$ cat config.mk
export PLATFORM = sky130hd
export DESIGN_NAME = page_stream_prefetcher
export DESIGN_NICKNAME = d
export VERILOG_FILES = /design/src/rtl/pfx_pkg.sv /design/src/rtl/pfx_page_table.sv /design/src/rtl/pfx_out_slot.sv /design/src/rtl/page_stream_prefetcher.sv
export SDC_FILE = /design/constraint.sdc
export NUM_CORES = 1
export LEC_CHECK = 0
export BUFFER_PORTS_ARGS = -buffer_cell sky130_fd_sc_hd__buf_4
export CORE_MARGIN = 8
export CORE_UTILIZATION = 59
export DETAILED_ROUTE_END_ITERATION = 8
export MAX_ROUTING_LAYER = met4
export PLACE_DENSITY_LB_ADDON = 0.12
export SYNTH_ARGS = -nofsm -noshare
export SYNTH_HDL_FRONTEND = slang
export SYNTH_SLANG_ARGS = --single-unit
$ cat constraint.sdc
create_clock -name clk -period 11.6 [get_ports clk]
set_clock_uncertainty 0.15 [all_clocks]
set_input_delay 1.74 -clock clk [delete_from_list [all_inputs] [get_ports clk]]
set_output_delay 1.74 -clock clk [all_outputs]
set_load 0.005 [all_outputs]
$ cat src/rtl/pfx_pkg.sv
package pfx_pkg;
    typedef enum logic {
        SLOT_EMPTY = 1'b0,
        SLOT_FULL  = 1'b1
    } slot_state_t;
endpackage

$ cat src/rtl/pfx_page_table.sv
module pfx_page_table #(
    parameter int PN_W  = 20,
    parameter int LI_W  = 6,
    parameter int PAGES = 16,
    localparam int AGE_W = $clog2(PAGES)
) (
    input  logic            clk,
    input  logic            rst_n,
    input  logic            acc_valid,
    input  logic [PN_W-1:0] acc_page,
    input  logic [LI_W-1:0] acc_line,
    output logic            hit,
    output logic [LI_W-1:0] prev_line
);
    logic            ent_vld  [PAGES];
    logic [PN_W-1:0] ent_tag  [PAGES];
    logic [LI_W-1:0] ent_last [PAGES];
    logic [AGE_W-1:0] ent_age [PAGES];
    logic [PAGES-1:0] hit_vec;
    logic [PAGES-1:0] old_vec;
    logic [AGE_W-1:0] hit_idx, victim, sel, sel_age;

    for (genvar g = 0; g < PAGES; g++) begin : g_cmp
        assign hit_vec[g] = ent_vld[g] && (ent_tag[g] == acc_page);
        assign old_vec[g] = (ent_age[g] == AGE_W'(PAGES - 1));
    end

    always_comb begin
        hit_idx = '0;
        victim  = '0;
        for (int i = 0; i < PAGES; i++) begin
            if (hit_vec[i]) hit_idx = AGE_W'(i);
            if (old_vec[i]) victim  = AGE_W'(i);
        end
        hit       = |hit_vec;
        sel       = hit ? hit_idx : victim;
        sel_age   = ent_age[sel];
        prev_line = ent_last[hit_idx];
    end

    always_ff @(posedge clk) begin
        if (!rst_n) begin
            for (int i = 0; i < PAGES; i++) begin
                ent_vld[i]  <= 1'b0;
                ent_tag[i]  <= '0;
                ent_last[i] <= '0;
                ent_age[i]  <= AGE_W'(i);
            end
        end else if (acc_valid) begin
            for (int i = 0; i < PAGES; i++) begin
                if (AGE_W'(i) == sel) begin
                    ent_vld[i]  <= 1'b1;
                    ent_tag[i]  <= acc_page;
                    ent_last[i] <= acc_line;
                    ent_age[i]  <= '0;
                end else if (ent_age[i] < sel_age) begin
                    ent_age[i]  <= ent_age[i] + 1'b1;
                end
            end
        end
    end


    single_hit_chk: assert property (@(posedge clk) disable iff (!rst_n) $onehot0(hit_vec));

    single_oldest_chk: assert property (@(posedge clk) disable iff (!rst_n) $countones(old_vec) == 1);

    mru_hit_chk: assert property (@(posedge clk) disable iff (!rst_n)
        (acc_valid && $past(acc_valid) && $stable(acc_page)) |-> hit);
endmodule

$ cat src/rtl/pfx_out_slot.sv
module pfx_out_slot
    import pfx_pkg::*;
#(
    parameter int ADDR_W = 32
) (
    input  logic              clk,
    input  logic              rst_n,
    input  logic              kill,
    input  logic              req_valid,
    input  logic [ADDR_W-1:0] req_addr,
    input  logic              pf_ready,
    output logic              pf_valid,
    output logic [ADDR_W-1:0] pf_addr
);
    slot_state_t state, state_nx;
    logic [ADDR_W-1:0] addr_q;

    always_comb begin
        state_nx = state;
        unique case (state)
            SLOT_EMPTY: if (req_valid) state_nx = SLOT_FULL;
            SLOT_FULL:  if (!req_valid && pf_ready) state_nx = SLOT_EMPTY;
            default:    state_nx = SLOT_EMPTY;
        endcase
        if (kill) state_nx = SLOT_EMPTY;
    end

    always_ff @(posedge clk) begin
        if (!rst_n) begin
            state  <= SLOT_EMPTY;
            addr_q <= '0;
        end else begin
            state <= state_nx;
            if (req_valid && !kill) addr_q <= req_addr;
        end
    end

    always_comb begin
        pf_valid = (state == SLOT_FULL);
        pf_addr  = addr_q;
    end


    kill_drop_chk: assert property (@(posedge clk) disable iff (!rst_n) kill |=> !pf_valid);

    hold_chk: assert property (@(posedge clk) disable iff (!rst_n)
        (pf_valid && !pf_ready && !kill && !req_valid) |=> (pf_valid && $stable(pf_addr)));

    drain_chk: assert property (@(posedge clk) disable iff (!rst_n)
        (pf_valid && pf_ready && !req_valid) |=> !pf_valid);
endmodule

$ cat src/rtl/page_stream_prefetcher.sv
module page_stream_prefetcher #(
    parameter int ADDR_W   = 32,
    parameter int PAGE_SH  = 12,
    parameter int LINE_SH  = 6,
    parameter int PAGES    = 16,
    parameter int CFG_W    = 16,
    parameter int DIS_BIT  = 9,
    localparam int LI_W    = PAGE_SH - LINE_SH,
    localparam int PN_W    = ADDR_W - PAGE_SH
) (
    input  logic              clk,
    input  logic              rst_n,
    input  logic [CFG_W-1:0]  cfg_word,
    input  logic              dm_valid,
    input  logic [ADDR_W-1:0] dm_addr,
    output logic              pf_valid,
    input  logic              pf_ready,
    output logic [ADDR_W-1:0] pf_addr
);
    logic [PN_W-1:0] page;
    logic [LI_W-1:0] idx, prev_line, tgt;
    logic            hit, up, down, req_valid, kill;
    logic [ADDR_W-1:0] req_addr;

    assign page = dm_addr[ADDR_W-1:PAGE_SH];
    assign idx  = dm_addr[PAGE_SH-1:LINE_SH];
    assign kill = cfg_word[DIS_BIT];

    pfx_page_table #(.PN_W(PN_W), .LI_W(LI_W), .PAGES(PAGES)) u_table (
        .clk(clk), .rst_n(rst_n), .acc_valid(dm_valid), .acc_page(page),
        .acc_line(idx), .hit(hit), .prev_line(prev_line)
    );

    always_comb begin
        up        = hit && (idx > prev_line);
        down      = hit && (idx < prev_line);
        tgt       = up ? idx + 1'b1 : idx - 1'b1;
        req_valid = dm_valid && !kill &&
                    ((up && idx != {LI_W{1'b1}}) || (down && idx != '0));
        req_addr  = {page, tgt, {LINE_SH{1'b0}}};
    end

    pfx_out_slot #(.ADDR_W(ADDR_W)) u_slot (
        .clk(clk), .rst_n(rst_n), .kill(kill), .req_valid(req_valid),
        .req_addr(req_addr), .pf_ready(pf_ready), .pf_valid(pf_valid), .pf_addr(pf_addr)
    );


    cause_chk: assert property (@(posedge clk) disable iff (!rst_n) $rose(pf_valid) |-> $past(dm_valid));

    same_page_chk: assert property (@(posedge clk) disable iff (!rst_n)
        $rose(pf_valid) |-> (pf_addr[ADDR_W-1:PAGE_SH] == $past(dm_addr[ADDR_W-1:PAGE_SH])));
endmodule

==> impl_results.md, run 1 <==
- Hold_ws: 312.9 ps
- Post-synth top area share: 53.69%
- FF+latch area: 15340 um2
- Maxcap violations: 0
- Ant diodes: 0
- Initial Util: 59.90%
- Clock buffer depth: 3
- Gate power share: 43.1%
- ANT nets after route: 0
- Utilization after layout: 65.93%
- Area of the multi-input gates: 11120 um2
- Req. time, crit path: 12020 ps
- Worst-margin pin slew: 1224 ps
- CTS root buffer: clkbuf_16
- Mean post-synth cell area: 11.77 um2
- Pre-Repair DR Iteration Count: 6
- TritonCTS clock tree: built
- Vias per cell: 6.465
- Setup Fix Bufs, Post-CTS: 0
- Worst slack, placed: 2457 ps
- Clock latency on the worst-skew pair: 630 ps
- Yosys cell types: 89
- Seq pwr share: 35.1%
- Num CTS Buffers: 55
- CP max-delay cell: nand3_1
- GPL Wtd Cong: 0.9306
- LEAKAGE: 10.79 nW
- Vert. Die Dim: 230.9 um
- Overall die width: 230.9 um
- Most frequent cells in the layout: edfxtp_1, nor2_1, xnor2_1
- Routed via count: 19300
- Drt wl/cell: 25.85 um
- Flops & latches, synth: 523
- Most common cell after layout, fill and taps aside: edfxtp_1
- CP startpoint: dm_addr[30]
- PortBufs: 57
- Final setup vio count: 0
- Core area: 45480 um2
- WS Path Type: in -> reg
- Htree depth: 2
- CP endpoint kind: flop
- Cts repair resizes: 0
- CP peak stage delay: 740 ps
- Share of cells above drive strength 1: 10.98%
- Final period util: 74.41%
- CP Data Arrival Time: 9050 ps
- EDFF count, synth: 487
- Clock transition at path regs: 60 ps
- Top cell by count, worst path: a21o_1
- RR Endpoint: u_slot.pf_addr[11]
- Power density over cell area: 272.3 nW/um2
- Synth Flop Type: edfxtp_1
- RSZ-0062 raised after global routing: false
- Seq/Total Area, Yosys: 56.33%
- Post-DP HPWL: 49.96 mm
- Largest net degree at the start of global routing: 53
- Critical Path Source Type: input pin
- Iteration-0 DRC Markers: 2129
- Internal power: 4.898 mW
- Peak supply drop: 0.2397 mV
- Sw Share: 40.02%
- Syn-to-layout area delta: 10.07%
- GRT Overall Usage: 29.30%
- Crit-path max FO: 18
- DP Cell Count: 2885
- Setup crit end: u_slot.pf_addr[11]
- Row cnt: 78
- Yosys Warn Count: 0
- Reg2Reg Setup Slack: 4150 ps
- Full die area: 53300 um2
- Outcome: finished, final reports clean
- Ports: 85
- DRC Markers: 0
- Slew Viols, Final: 0
- # fillers: 3414
- First-pass GRT wire length: 115.0 mm
- Final nets: 2469
- Net Switching: 3.268 mW
- Clock power frac: 21.7%
- Cts hold-fix bufs: 0
- Fmax: 0.1159 GHz
- Synthesized area: 27240 um2
- Initial antenna violation count: 0
- Reg2reg start: u_table.ent_tag[0][198]
- Final WL: 77.17 mm
- Fraction of registers with async set/reset: 0%
- Synth top area cells: edfxtp_1, xnor2_1, nor2_1
- Largest area contributor in the netlist: edfxtp_1
- Hold WC Path Type: reg -> reg
- Worst slew margin: 18.11%
- R2r worst-path depth: 29
- Final worst slack: 2968 ps
- Setup TNS: 0 ps
- Final Hold Viols: 0
- Grt total ovfl: 0
- Minimum clock period: 8632 ps
- CTS Sinks: 523
- Mapped Cells: 2314
- Vias in the first global route: 18830
- Finished Layout Cells: 2986
## flip-flops by register name (all words and copies together), names as in the netlist
name              count
u_table.ent_last     96
u_slot.pf_valid       1
u_table.ent_vld      16
u_slot.pf_addr       26
u_table.ent_age      64
u_table.ent_tag     320
## critical path, delay by kind of cell
kind	cells	cell delay [ps]
AOI/OAI and AO/OA	11	2120
xor gates and xnor gates	3	500
adders and majority gates	2	520
buffers and inverters	2	800
muxes	4	930
and+or+nand+nor	8	2370
## power by group through the flow
stage	Sequential, mW	Clock (mW)	Combinational, mW
final	2.87	1.78	3.52
after global routing	2.91	1.85	3.86
after CTS	2.86	1.79	3.46
after detailed placement	2.90	0	3.44
after global placement	2.88	0	3.31
after floorplan	2.82	0	2.54
## cells by family (layout without fill, tap and decap cells)
kind of cell             count (synthesis)  count (layout)  share of synthesized area [%]
flip-flops                             523             523                          56.33
AND/OR/NAND/NOR                        887             887                          16.09
multiplexers                            58              58                          3.280
AO/OA/AOI/OAI                          230             230                          6.311
XOR/XNOR                               350             350                          11.31
adder cells (fa/ha/maj)                 75              75                          3.473
buffers and inverters                  190             257                          3.192
other                                    1               6                        0.01377
## Yosys cell counts (11+ instances only)
cell / number
nand3_1: 77
edfxtp_1: 487
o21a_1: 13
mux4_2: 24
xnor2_1: 228
a21boi_0: 35
nor2_1: 298
dfxtp_1: 36
xor2_1: 120
nor4_1: 51
buf_2: 23
or2_2: 16
o21ai_0: 34
nand4_1: 104
mux2i_1: 24
a21oi_1: 25
nor3_1: 19
clkbuf_1: 74
nand2_1: 197
nor4b_1: 11
buf_4: 28
nand2b_1: 17
inv_1: 53
nor3b_1: 15
a31oi_1: 14
ha_1: 74
o31ai_1: 17
and3_1: 18
## cell type report
| type | count | share of cell area [%] |
|---|---|---|
| multi-input combinational | 1606 | 37.09 |
| clock inverter | 40 | 1.331 |
| tap | 600 | 2.504 |
| timing repair buffer | 102 | 2.554 |
| sequential | 523 | 51.18 |
| inverter | 54 | 0.6760 |
| clock buffer | 61 | 4.666 |
## how the worst min path moves through the flow
stage	from	depth (start not counted)	slack, ps	end
after floorplan	u_table.ent_vld[0][7]	2	290	u_table.ent_vld[0][7]
after global placement	u_slot.pf_addr[16]	2	300	u_slot.pf_addr[16]
after detailed placement	u_slot.pf_addr[24]	2	310	u_slot.pf_addr[24]
after CTS	u_slot.pf_addr[26]	2	320	u_slot.pf_addr[26]
after global routing	u_slot.pf_addr[24]	2	340	u_slot.pf_addr[24]
final	u_slot.pf_addr[7]	2	310	u_slot.pf_addr[7]
## stage by stage
| step | instance area (um2) | power, mW |
|---|---|---|
| 3_5_place_dp | 28180 | 6.338 |
| 5_1_grt | 29980 | 8.617 |
| 3_3_place_gp | 28180 | 6.194 |
| 2_1_floorplan | 27260 | 5.360 |
| 6_report | 29980 | 8.165 |
| 4_1_cts | 29980 | 8.108 |
## routing by layer
layer	track usage [%]	vias up	routed length, um
met5	-	-	0
met4	12.63	0	3536
met3	4.207	240	6859
met2	47.19	1024	36910
met1	36.93	9535	29870
li1	-	8504	-
No activity file was read; power rests on OpenSTA's default activity.
==> run 2, diff against run 1 <==
==> constraint.sdc (replaced) <==
create_clock -name clk -period 8.39 [get_ports clk]
set_clock_uncertainty 0.15 [all_clocks]
set_input_delay 1.2585 -clock clk [delete_from_list [all_inputs] [get_ports clk]]
set_output_delay 1.2585 -clock clk [all_outputs]
set_load 0.005 [all_outputs]
==> impl_results.md, run 2 (same netlist as run 1, synthesis figures left out) <==
- Outcome: finished, final reports clean
- WL met1: 31.18 mm
- Flip-flop count of the largest register after layout: 320
- Finished Layout Cells: 3010
- Vias per cell: 6.447
- DP Cell Count: 2910
- Met2 WL: 37.57 mm
- R2r worst-path depth: 29
- DRC Markers: 0
- Share of cells above drive strength 1: 11.79%
- Hold path cells: 2
- LEAKAGE: 10.91 nW
- Slew Viols, Final: 0
- Net Switching: 4.506 mW
- Hold WC Path Type: reg -> reg
- ANT nets after route: 0
- Initial Util: 59.90%
- Sw Share: 39.80%
- Pre-Repair DR Iteration Count: 5
- Seq pwr share: 35.0%
- WS Path Type: in -> reg
- Ports: 85
- Met3 Wirelength: 7.310 mm
- # fillers: 3452
- Setup Fix Bufs, Post-CTS: 0
- CP Data Arrival Time: 7560 ps
- Final period util: 85.56%
- Final nets: 2493
- Final Hold Viols: 0
- Tot Pwr: 11.32 mW
- Overall die width: 230.9 um
- Iteration-0 DRC Markers: 2277
- Vert. Die Dim: 230.9 um
- TritonCTS clock tree: built
- Cts repair resizes: 0
- Reg2reg start: u_table.ent_tag[0][192]
- Most common cell after layout, fill and taps aside: edfxtp_1
- Syn-to-layout area delta: 10.67%
- Clock latency on the worst-skew pair: 620 ps
- CP endpoint kind: flop
- Cts hold-fix bufs: 0
- CTS root buffer: clkbuf_16
- Post-DP HPWL: 53.38 mm
- CP peak stage delay: 580 ps
- Final WL: 79.88 mm
- Top Registers: u_table.ent_tag (320), u_table.ent_last (96), u_table.ent_age (64)
- Final setup vio count: 0
- Row cnt: 78
- GRT Overall Usage: 30.33%
- RSZ-0062 raised after global routing: false
- Grt total ovfl: 0
- Minimum clock period: 7179 ps
- DR top layer: met4
- Largest register by flop count: u_table.ent_tag
- Maxcap violations: 0
- First-pass GRT wire length: 117.7 mm
- CP max-delay cell: or4_1
- CTS Sinks: 523
- Hold path startpoint: u_slot.pf_addr[15]
- CP startpoint: dm_addr[14]
- Full die area: 53300 um2
- Most frequent cells in the layout: edfxtp_1, nor2_1, xnor2_1
- End of the worst hold path: u_slot.pf_addr[15]
- Vias in the first global route: 18780
- Worst slew margin: 17.48%
- GPL Wtd Cong: 0.9636
- Clock transition at path regs: 60 ps
- Power density over cell area: 375.6 nW/um2
- Top cell by count, worst path: buf_4
- Fmax: 0.1393 GHz
- Drt wl/cell: 26.54 um
- Reg2Reg Setup Slack: 1760 ps
- Setup TNS: 0 ps
- Worst-margin pin slew: 1235 ps
- Gate power share: 43.8%
- Peak supply drop: 0.3703 mV
- Largest net degree at the start of global routing: 52
- Clock power frac: 21.2%
- PortBufs: 57
- Core area: 45480 um2
- Routed via count: 19400
- Critical Path Source Type: input pin
- Initial antenna violation count: 1
- Num CTS Buffers: 54
- Clock buffer depth: 3
- Crit-path max FO: 17
- Internal power: 6.816 mW
- RR Endpoint: u_slot.pf_addr[11]
- Req. time, crit path: 8780 ps
- Htree depth: 2
-- run 2: changes by cell type in the layout (fill, tap and decap cells not counted), sizes merged --
cell	previous run	this run
buf	102	127
clkbuf	61	73
clkinv	28	20
inv	57	54
clkinvlp	3	1
bufinv	6	5
diode	0	1
-- run 2: layer usage --
layer,global-route usage (%),up-vias
li1,-,8527
met1,38.45,9633
met2,47.82,1033
met3,5.494,211
met4,12.95,0
met5,-,-
-- run 2: power by group through the flow --
stage / combinational (mW) / clock, mW / sequential [mW]
floorplan: 3.51 / 0 / 3.90
global placement: 4.68 / 0 / 3.98
detailed placement: 4.85 / 0 / 4.01
CTS: 4.88 / 2.42 / 3.95
global route: 5.47 / 2.50 / 4.02
finish: 4.96 / 2.40 / 3.96
-- run 2: metrics by stage --
stage	hold WS, ps	cell area, um2	worst slack [ps]	util [%]
floorplan	294.5	27260	868.4	-
global placement	302.5	28400	662.4	62.44
detailed placement	312.4	28400	670.0	62.44
CTS	320.2	30140	1269	66.28
global route	332.7	30140	775.4	66.28
finish	321.6	30150	1211	66.29
-- run 2: worst max-delay path by stage --
| stage | end | slack (ps) | depth (start not counted) |
|---|---|---|---|
| finish | u_slot.pf_addr[11] | 1210 | 30 |
| global route | u_slot.pf_addr[11] | 780 | 32 |
| CTS | u_slot.pf_addr[11] | 1270 | 32 |
| detailed placement | u_slot.pf_addr[11] | 670 | 32 |
| global placement | u_slot.pf_addr[11] | 660 | 30 |
| floorplan | u_slot.pf_addr[11] | 870 | 31 |
-- run 2: critical path: cells and delay by family --
| kind | cells | cell delay (ps) |
|---|---|---|
| XOR/XNOR | 3 | 480 |
| adder cells (fa/ha/maj) | 2 | 500 |
| multiplexers | 4 | 1020 |
| buffers and inverters | 3 | 850 |
| AND/OR/NAND/NOR | 8 | 1610 |
| AO/OA/AOI/OAI | 10 | 1820 |
-- run 2: layout make-up --
type                       count  area, um2  share of cell area [%]
clock buffer                  73       1483                   4.918
antenna                        1      2.502                0.008301
multi-input combinational   1606      11120                   36.89
timing repair buffer         127      978.4                   3.246
sequential                   523      15340                   50.90
clock inverter                26      264.0                  0.8757
tap                          600      750.7                   2.490
inverter                      54      202.7                  0.6724
